<file path="config.mk">
export PLATFORM = sky130hd
export DESIGN_NAME = epoch_alloc
export DESIGN_NICKNAME = d
export VERILOG_FILES = /design/src/rtl/alloc_pkg.sv /design/src/rtl/alloc_epoch_timer.sv /design/src/rtl/alloc_lfsr.sv /design/src/rtl/alloc_pick.sv /design/src/rtl/epoch_alloc.sv
export SDC_FILE = /design/constraint.sdc
export NUM_CORES = 2
export LEC_CHECK = 0
export BUFFER_PORTS_ARGS = -buffer_cell sky130_fd_sc_hd__buf_2
export CAP_MARGIN = 10
export CORE_MARGIN = 2
export CORE_UTILIZATION = 30
export CTS_CLUSTER_SIZE = 20
export DETAILED_ROUTE_END_ITERATION = 6
export GPL_TIMING_DRIVEN = 0
export HOLD_SLACK_MARGIN = 0.02
export PLACE_DENSITY = 0.56
export SYNTH_ARGS = -nofsm -noshare
export SYNTH_HDL_FRONTEND = slang
export SYNTH_HIERARCHICAL = 1
export SYNTH_SLANG_ARGS = --single-unit
</file>
<file path="constraint.sdc">
create_clock -name clk_i -period 26.4 [get_ports clk_i]
set_clock_uncertainty 0.1 [all_clocks]
set_input_delay 0 -clock clk_i [delete_from_list [all_inputs] [get_ports clk_i]]
set_output_delay 0 -clock clk_i [all_outputs]
set_load 0.005 [all_outputs]
</file>
<file path="src/rtl/alloc_pkg.sv">
package alloc_pkg;
  // wrap a sum known to be below 2*n into [0, n)
  function automatic int unsigned wrap_idx(int unsigned v, int unsigned n);
    return (v >= n) ? v - n : v;
  endfunction
endpackage

</file>
<file path="src/rtl/alloc_epoch_timer.sv">
module alloc_epoch_timer #(
  parameter int EPOCH_CYCLES = 8,
  localparam int CNTW = $clog2(EPOCH_CYCLES)
) (
  input  logic            clk_i,
  input  logic            rst_ni,
  output logic [CNTW-1:0] cnt_o,
  output logic            start_o,
  output logic            last_o
);
  logic [CNTW-1:0] cnt_q;

  always_ff @(posedge clk_i or negedge rst_ni) begin
    if (!rst_ni)      cnt_q <= '0;
    else if (last_o)  cnt_q <= '0;
    else              cnt_q <= cnt_q + 1'b1;
  end

  assign cnt_o   = cnt_q;
  assign start_o = (cnt_q == '0);
  assign last_o  = (cnt_q == CNTW'(EPOCH_CYCLES - 1));
endmodule

</file>
<file path="src/rtl/alloc_lfsr.sv">
module alloc_lfsr #(
  parameter int              W    = 16,
  parameter logic [W-1:0]    TAPS = 16'hB400,
  parameter logic [W-1:0]    SEED = 16'hACE1
) (
  input  logic         clk_i,
  input  logic         rst_ni,
  input  logic         step_i,
  output logic [W-1:0] state_o
);
  logic [W-1:0] st_q;

  always_ff @(posedge clk_i or negedge rst_ni) begin
    if (!rst_ni)     st_q <= SEED;
    else if (step_i) st_q <= {st_q[W-2:0], ^(st_q & TAPS)};
  end

  assign state_o = st_q;
endmodule

</file>
<file path="src/rtl/alloc_pick.sv">
module alloc_pick
  import alloc_pkg::*;
#(
  parameter int N_PORTS = 15,
  localparam int IDXW = $clog2(N_PORTS)
) (
  input  logic [N_PORTS-1:0] row_i,
  input  logic [N_PORTS-1:0] blocked_i,
  input  logic [IDXW-1:0]    off_i,
  output logic               hit_o,
  output logic [IDXW-1:0]    idx_o
);
  always_comb begin
    int unsigned d;
    hit_o = 1'b0;
    idx_o = '0;
    for (int k = 0; k < N_PORTS; k++) begin
      d = wrap_idx(int'(off_i) + k, N_PORTS);
      if (!hit_o && row_i[d] && !blocked_i[d]) begin
        hit_o = 1'b1;
        idx_o = IDXW'(d);
      end
    end
  end
endmodule

</file>
<file path="src/rtl/epoch_alloc.sv">
module epoch_alloc
  import alloc_pkg::*;
#(
  parameter int                 N_PORTS      = 15,
  parameter int                 EPOCH_CYCLES = 8,
  parameter int                 SRC_PER_CYC  = 5,
  parameter int                 LFSR_W       = 16,
  parameter logic [LFSR_W-1:0]  LFSR_TAPS    = 16'hB400,
  parameter logic [LFSR_W-1:0]  LFSR_SEED    = 16'hACE1,
  localparam int IDXW   = $clog2(N_PORTS),
  localparam int CNTW   = $clog2(EPOCH_CYCLES),
  localparam int GROUPS = (N_PORTS + SRC_PER_CYC - 1) / SRC_PER_CYC
) (
  input  logic                      clk_i,
  input  logic                      rst_ni,
  input  logic [N_PORTS*N_PORTS-1:0] req_i,
  input  logic [N_PORTS-1:0]        inhibit_i,
  input  logic [N_PORTS-1:0]        fe_src_i,
  output logic                      epoch_start_o,
  output logic [N_PORTS-1:0]        src_gnt_vld_o,
  output logic [N_PORTS*IDXW-1:0]   src_gnt_dst_o,
  output logic [N_PORTS-1:0]        dst_gnt_vld_o,
  output logic [N_PORTS*IDXW-1:0]   dst_gnt_src_o
);
  // epoch timing
  logic [CNTW-1:0] cnt;
  logic            ep_start, ep_last;

  alloc_epoch_timer #(.EPOCH_CYCLES(EPOCH_CYCLES)) u_timer (
    .clk_i   (clk_i),
    .rst_ni  (rst_ni),
    .cnt_o   (cnt),
    .start_o (ep_start),
    .last_o  (ep_last)
  );

  // per-epoch shuffle source
  logic [LFSR_W-1:0] lfsr;

  alloc_lfsr #(.W(LFSR_W), .TAPS(LFSR_TAPS), .SEED(LFSR_SEED)) u_lfsr (
    .clk_i   (clk_i),
    .rst_ni  (rst_ni),
    .step_i  (ep_last),
    .state_o (lfsr)
  );

  logic [2*IDXW-1:0] fold;
  logic [IDXW-1:0]   src_off_d, dst_off_d;

  always_comb begin
    fold = '0;
    for (int i = 0; i < LFSR_W; i++) fold[i % (2*IDXW)] ^= lfsr[i];
    src_off_d = IDXW'(wrap_idx(int'(fold[IDXW-1:0]), N_PORTS));
    dst_off_d = IDXW'(wrap_idx(int'(fold[2*IDXW-1:IDXW]), N_PORTS));
  end

  // step decode: pass 0 serves forwarding engines, pass 1 line cards
  logic step_act, pass_lc;
  int   grp;

  always_comb begin
    int s1;
    s1       = int'(cnt) - 1;
    step_act = (s1 >= 0) && (s1 < 2*GROUPS);
    pass_lc  = (s1 >= GROUPS);
    grp      = pass_lc ? s1 - GROUPS : s1;
  end

  // epoch snapshot
  logic [N_PORTS*N_PORTS-1:0] req_q;
  logic [N_PORTS-1:0]         inh_q, fe_q;
  logic [IDXW-1:0]            src_off_q, dst_off_q;

  // working configuration and published configuration
  logic [N_PORTS-1:0] ws_vld, wd_vld, os_vld, od_vld;
  logic [IDXW-1:0]    ws_dst [N_PORTS];
  logic [IDXW-1:0]    wd_src [N_PORTS];
  logic [IDXW-1:0]    os_dst [N_PORTS];
  logic [IDXW-1:0]    od_src [N_PORTS];

  // parallel slot chain
  logic [N_PORTS-1:0]     busy     [SRC_PER_CYC+1];
  logic [SRC_PER_CYC-1:0] take;
  logic [IDXW-1:0]        slot_src [SRC_PER_CYC];
  logic [IDXW-1:0]        slot_dst [SRC_PER_CYC];

  assign busy[0] = wd_vld;

  for (genvar j = 0; j < SRC_PER_CYC; j++) begin : g_slot
    int unsigned        pos;
    logic               slot_on, elig, hit;
    logic [N_PORTS-1:0] row;

    always_comb begin
      pos         = int'(grp) * SRC_PER_CYC + j;
      slot_on     = step_act && (pos < N_PORTS);
      slot_src[j] = slot_on ? IDXW'(wrap_idx(int'(src_off_q) + pos, N_PORTS)) : '0;
      row         = req_q[int'(slot_src[j])*N_PORTS +: N_PORTS];
      elig        = slot_on && (fe_q[slot_src[j]] != pass_lc) && !ws_vld[slot_src[j]];
    end

    alloc_pick #(.N_PORTS(N_PORTS)) u_pick (
      .row_i     (row),
      .blocked_i (inh_q | busy[j]),
      .off_i     (dst_off_q),
      .hit_o     (hit),
      .idx_o     (slot_dst[j])
    );

    assign take[j]   = elig & hit;
    assign busy[j+1] = busy[j] | (take[j] ? (N_PORTS'(1) << slot_dst[j]) : '0);
  end

  always_ff @(posedge clk_i or negedge rst_ni) begin
    if (!rst_ni) begin
      req_q     <= '0;
      inh_q     <= '0;
      fe_q      <= '0;
      src_off_q <= '0;
      dst_off_q <= '0;
      ws_vld    <= '0;
      wd_vld    <= '0;
      for (int p = 0; p < N_PORTS; p++) begin
        ws_dst[p] <= '0;
        wd_src[p] <= '0;
      end
    end else if (ep_start) begin
      req_q     <= req_i;
      inh_q     <= inhibit_i;
      fe_q      <= fe_src_i;
      src_off_q <= src_off_d;
      dst_off_q <= dst_off_d;
      ws_vld    <= '0;
      wd_vld    <= '0;
      for (int p = 0; p < N_PORTS; p++) begin
        ws_dst[p] <= '0;
        wd_src[p] <= '0;
      end
    end else if (step_act) begin
      for (int j = 0; j < SRC_PER_CYC; j++) begin
        if (take[j]) begin
          ws_vld[slot_src[j]] <= 1'b1;
          ws_dst[slot_src[j]] <= slot_dst[j];
          wd_vld[slot_dst[j]] <= 1'b1;
          wd_src[slot_dst[j]] <= slot_src[j];
        end
      end
    end
  end

  always_ff @(posedge clk_i or negedge rst_ni) begin
    if (!rst_ni) begin
      os_vld <= '0;
      od_vld <= '0;
      for (int p = 0; p < N_PORTS; p++) begin
        os_dst[p] <= '0;
        od_src[p] <= '0;
      end
    end else if (ep_last) begin
      os_vld <= ws_vld;
      od_vld <= wd_vld;
      for (int p = 0; p < N_PORTS; p++) begin
        os_dst[p] <= ws_dst[p];
        od_src[p] <= wd_src[p];
      end
    end
  end

  assign epoch_start_o = ep_start;
  assign src_gnt_vld_o = os_vld;
  assign dst_gnt_vld_o = od_vld;

  for (genvar p = 0; p < N_PORTS; p++) begin : g_out
    assign src_gnt_dst_o[p*IDXW +: IDXW] = os_dst[p];
    assign dst_gnt_src_o[p*IDXW +: IDXW] = od_src[p];
  end
endmodule

</file>
==> impl_metrics.toml <==
[floorplanning]
die_h_um = 534
rows = 194
die_w_um = 534
start_util_pct = 30.1
floorplan.core_area_um2 = 279000
io_pins = 408
die_area_um2 = 285000

[timing]
finalMaxSlewViolations = 37
setup_ws_ps = -1940
fin_tns_setup_ps = -250350
slew_headroom_pct = -14.8
whs_ps = 111
finalCritPeriodShare_pct = 107
layout_min_cycle_time_ps = 28340
max_freq_ghz = 0.0353
worst_pin_slew_ps = 1720
setup_viol = 150
finalHoldViolations = 0
rsz0062_at_grt = "yes"

[setup_path]
r2r-end = "ws_dst[21]$_DFFE_PN0P_"
worst_path_most_repeated_cell = "buf_6"
cpPeakStageDelay_ps = 700
startpoint_type = "flip-flop"
critPathKind = "reg2reg"
reg2reg_slack_ps = -1940
worstSetupEndpointType = "flip-flop"
critPathSlowestCell = "nand3b_1"
cp-startpoint = "u_timer/cnt_o[0]$_DFF_PN0_"
rr_worst_depth = 126
worst_ep_arrival_time_ps = 28990
critical_path_required_ps = 27050
r2r_start = "u_timer/cnt_o[0]$_DFF_PN0_"
path_max_fanout = 10

[worst_hold_path]
holdPathStages = 3
min_from = "req_i[217]"
whs_endpoint = "req_q[217]$_DFFE_PN0P_"
min_path_type = "in2reg"

[global_routing]
antenna_found_initial = 55
grt_pass1_wl_um = 858000
grt_max_degree = 123
gr-total-overflow = 0
grt_pass1_vias = 103000
track_usage_pct = 42.4

[synth]
synth_edf_count = 0
syn_inst = 11000
synthArstFlopShare_pct = 100
syn_nets = 11400
ys_warn_count = 6
synth_ff_type = "dfrtp_1"
syn_area_per_cell_um2 = 7.65
ys_ff_latch = 582
yosys.cell_types.count = 153
synth_seq_area_share_pct = 17.3
synth_area_um2 = 84200

[pwr]
cellLeakagePower_nw = 46.6
p_clk_share_pct = 29.9
p_total_mw = 3.94
p_int_mw = 2.35
switching_share_pct = 40.3
p_seq_share_pct = 29.7
p_switching_mw = 1.58
p_comb_share_pct = 40.5
cellPowerDensity_nw_per_um2 = 34.1
max-vdd-ir-drop_v = 0.0000645

[route]
drtIter0Drc = 18500
drc = 4
drtPass1Iterations = 7
vias = 112000
totalWireLength_um = 640000
wl_per_cell_um = 38.4
vias_per_cell = 6.74
ant_nets = 0

[status]
violations = "design-rule violations, max-capacitance violations, max-slew violations, negative setup slack"
status = "finished with violations"

[cts]
clk_pin_slew_worst_paths_ps = 60
root_buffer = "clkbuf_16"
cts_tree = "done"
clockBufferDepth = 4
cts_buffers = 81
h-tree-depth = 3
cts.sinks = 582
clk-insertion-delay-late_ps = 890

[final_layout]
fillerInstances = 28600
layout.nets = 13300
seqCellArea_um2 = 14600
utilization_pct = 41.4
drive_above_1_share_pct = 29.0
syn_to_final_growth_pct = 37.2
multiInputGateArea_um2 = 71100
design_area_um2 = 115000

[job]
max-cap-violations = 6

[placement]
place_hpwl_um = 483000
portBuffers = 407
dpl_cell_area_um2 = 92200
gp_congestion = 1.10
[state kept, by name (all words and copies together), names as in the netlist, 16 cells and up]
| register | count |
|---|---|
| req_q | 225 |
| ws_dst | 60 |
| wd_src | 60 |
| u_lfsr/state_o | 16 |
| src_gnt_dst_o | 60 |
| dst_gnt_src_o | 60 |
[routing by layer]
| metal | track usage, % | vias up | wire length [um] |
|---|---|---|---|
| met5 | 0.500 | - | 491 |
| met4 | 26.2 | 42 | 50400 |
| met3 | 16.0 | 2458 | 91800 |
| met2 | 59.1 | 9506 | 251000 |
| met1 | 54.6 | 54900 | 246000 |
| li1 | - | 45600 | - |
[critical path, delay by kind of cell (launching register included)]
family / cells / cell delay, ps
xor gates and xnor gates: 1 / 270
muxes: 5 / 1940
buffers and inverters: 35 / 5600
DFF: 1 / 420
adders and majority gates: 4 / 990
AOI/OAI and AO/OA: 35 / 8190
and+or+nand+nor: 46 / 10450
[logic make-up (layout without fill, tap and decap cells)]
kind of cell / Yosys count / after routing / share of synthesized area [%]
compound gates: 3177 / 3178 / 26.8
xor+xnor: 329 / 329 / 3.79
fa+ha+maj: 138 / 138 / 2.10
buf+inv: 1083 / 2997 / 5.87
flops: 582 / 582 / 17.3
mux: 1279 / 1279 / 17.6
other cells: 0 / 38 / 0
simple gates: 4410 / 4411 / 26.5
[repair_timing]
item / CTS / global route
hold buffers: 512 / 0
setup buffers: 584 / 219
endpoints found under the setup margin: 150 / 150
cloned: 10 / 2
pin swaps: 365 / 302
gates resized for setup: 1609 / 433
endpoints found under the hold margin: 517 / 0
[cell type report]
cell class,instances,area share [%]
flip-flops and latches,582,12.6
well taps,3724,4.04
diodes,38,0.0824
clock inverters,30,0.349
inverters,176,0.596
multi-input cells,9335,61.6
clock buffers,109,1.99
repair buffers,1828,13.5
plain buffers,854,5.19
[power by group through the flow]
stage               Clock [mW]  Sequential, mW  Combinational [mW]
floorplan                    0            1.08               0.482
global placement             0            1.17                1.01
detailed placement           0            1.17                1.02
CTS                       1.18            1.15                1.44
global route              1.22            1.17                1.60
finish                    1.18            1.17                1.59
[cell usage in the layout, fill, tap and decap left out, types with 72 or more instances in the layout]
cell type	Yosys	final
nand2_1	1507	1435
buf_4	57	767
mux2i_1	644	632
nor2_1	687	627
buf_2	185	573
dfrtp_1	574	568
a21oi_1	581	527
dlygate4sd3_1	0	511
o21ai_0	572	505
mux2_2	503	501
nand3_1	509	452
clkbuf_1	509	338
nor3_1	310	250
xnor2_1	235	233
a31oi_1	219	212
o211ai_1	189	189
buf_6	52	168
a211oi_1	212	162
inv_1	155	138
nor2b_1	174	119
ha_1	133	119
clkbuf_16	0	118
nand2b_1	195	114
and3_1	123	104
nand4_1	102	102
mux4_2	102	102
a22oi_1	121	97
nor4_1	131	93
and2_1	97	86
a21o_1	82	81
or3_1	89	80
o21ai_1	39	79
nand2b_4	0	74
o22ai_1	84	73
buf_12	2	72
[worst max path at each step]
stage | to | slack [ps] | depth (start not counted)
2_1_floorplan | ws_dst[20]$_DFFE_PN0P_ | 10 | 129
3_3_place_gp | wd_src[36]$_DFFE_PN0P_ | -26000 | 119
3_5_place_dp | wd_src[36]$_DFFE_PN0P_ | -19530 | 131
4_1_cts | wd_src[29]$_DFFE_PN0P_ | -1220 | 139
5_1_grt | ws_dst[21]$_DFFE_PN0P_ | -2060 | 141
6_report | ws_dst[21]$_DFFE_PN0P_ | -1940 | 126
[Yosys cell counts (all sizes together) (104+ instances only)]
| master | count | area share, % |
|---|---|---|
| a22oi | 123 | 1.1 |
| and2 | 104 | 0.78 |
| a211oi | 226 | 2.1 |
| o211ai | 194 | 1.8 |
| nor2 | 693 | 3.1 |
| mux2i | 650 | 7.8 |
| dfrtp | 574 | 17 |
| a31oi | 229 | 1.8 |
| nand2b | 195 | 1.4 |
| xnor2 | 252 | 2.8 |
| nor2b | 175 | 1.3 |
| and3 | 123 | 0.91 |
| nor4 | 158 | 1.4 |
| nand2 | 1509 | 6.7 |
| clkbuf | 515 | 2.3 |
| nand3 | 517 | 3.1 |
| nor3 | 321 | 2.0 |
| ha | 133 | 2.0 |
| a21oi | 595 | 3.6 |
| inv | 167 | 0.75 |
| nand4 | 105 | 0.81 |
| o21ai | 617 | 3.7 |
| mux2 | 527 | 7.1 |
| buf | 392 | 2.8 |
[per-stage QoR]
step | std cells | setup WS [ps]
after floorplan | 11000 | 13.3
after global placement | 15100 | -26000
after detailed placement | 15200 | -19530
after CTS | 16400 | -1220
after global routing | 16600 | -2060
final | 16700 | -1940
No activity file was read; power rests on OpenSTA's default activity.
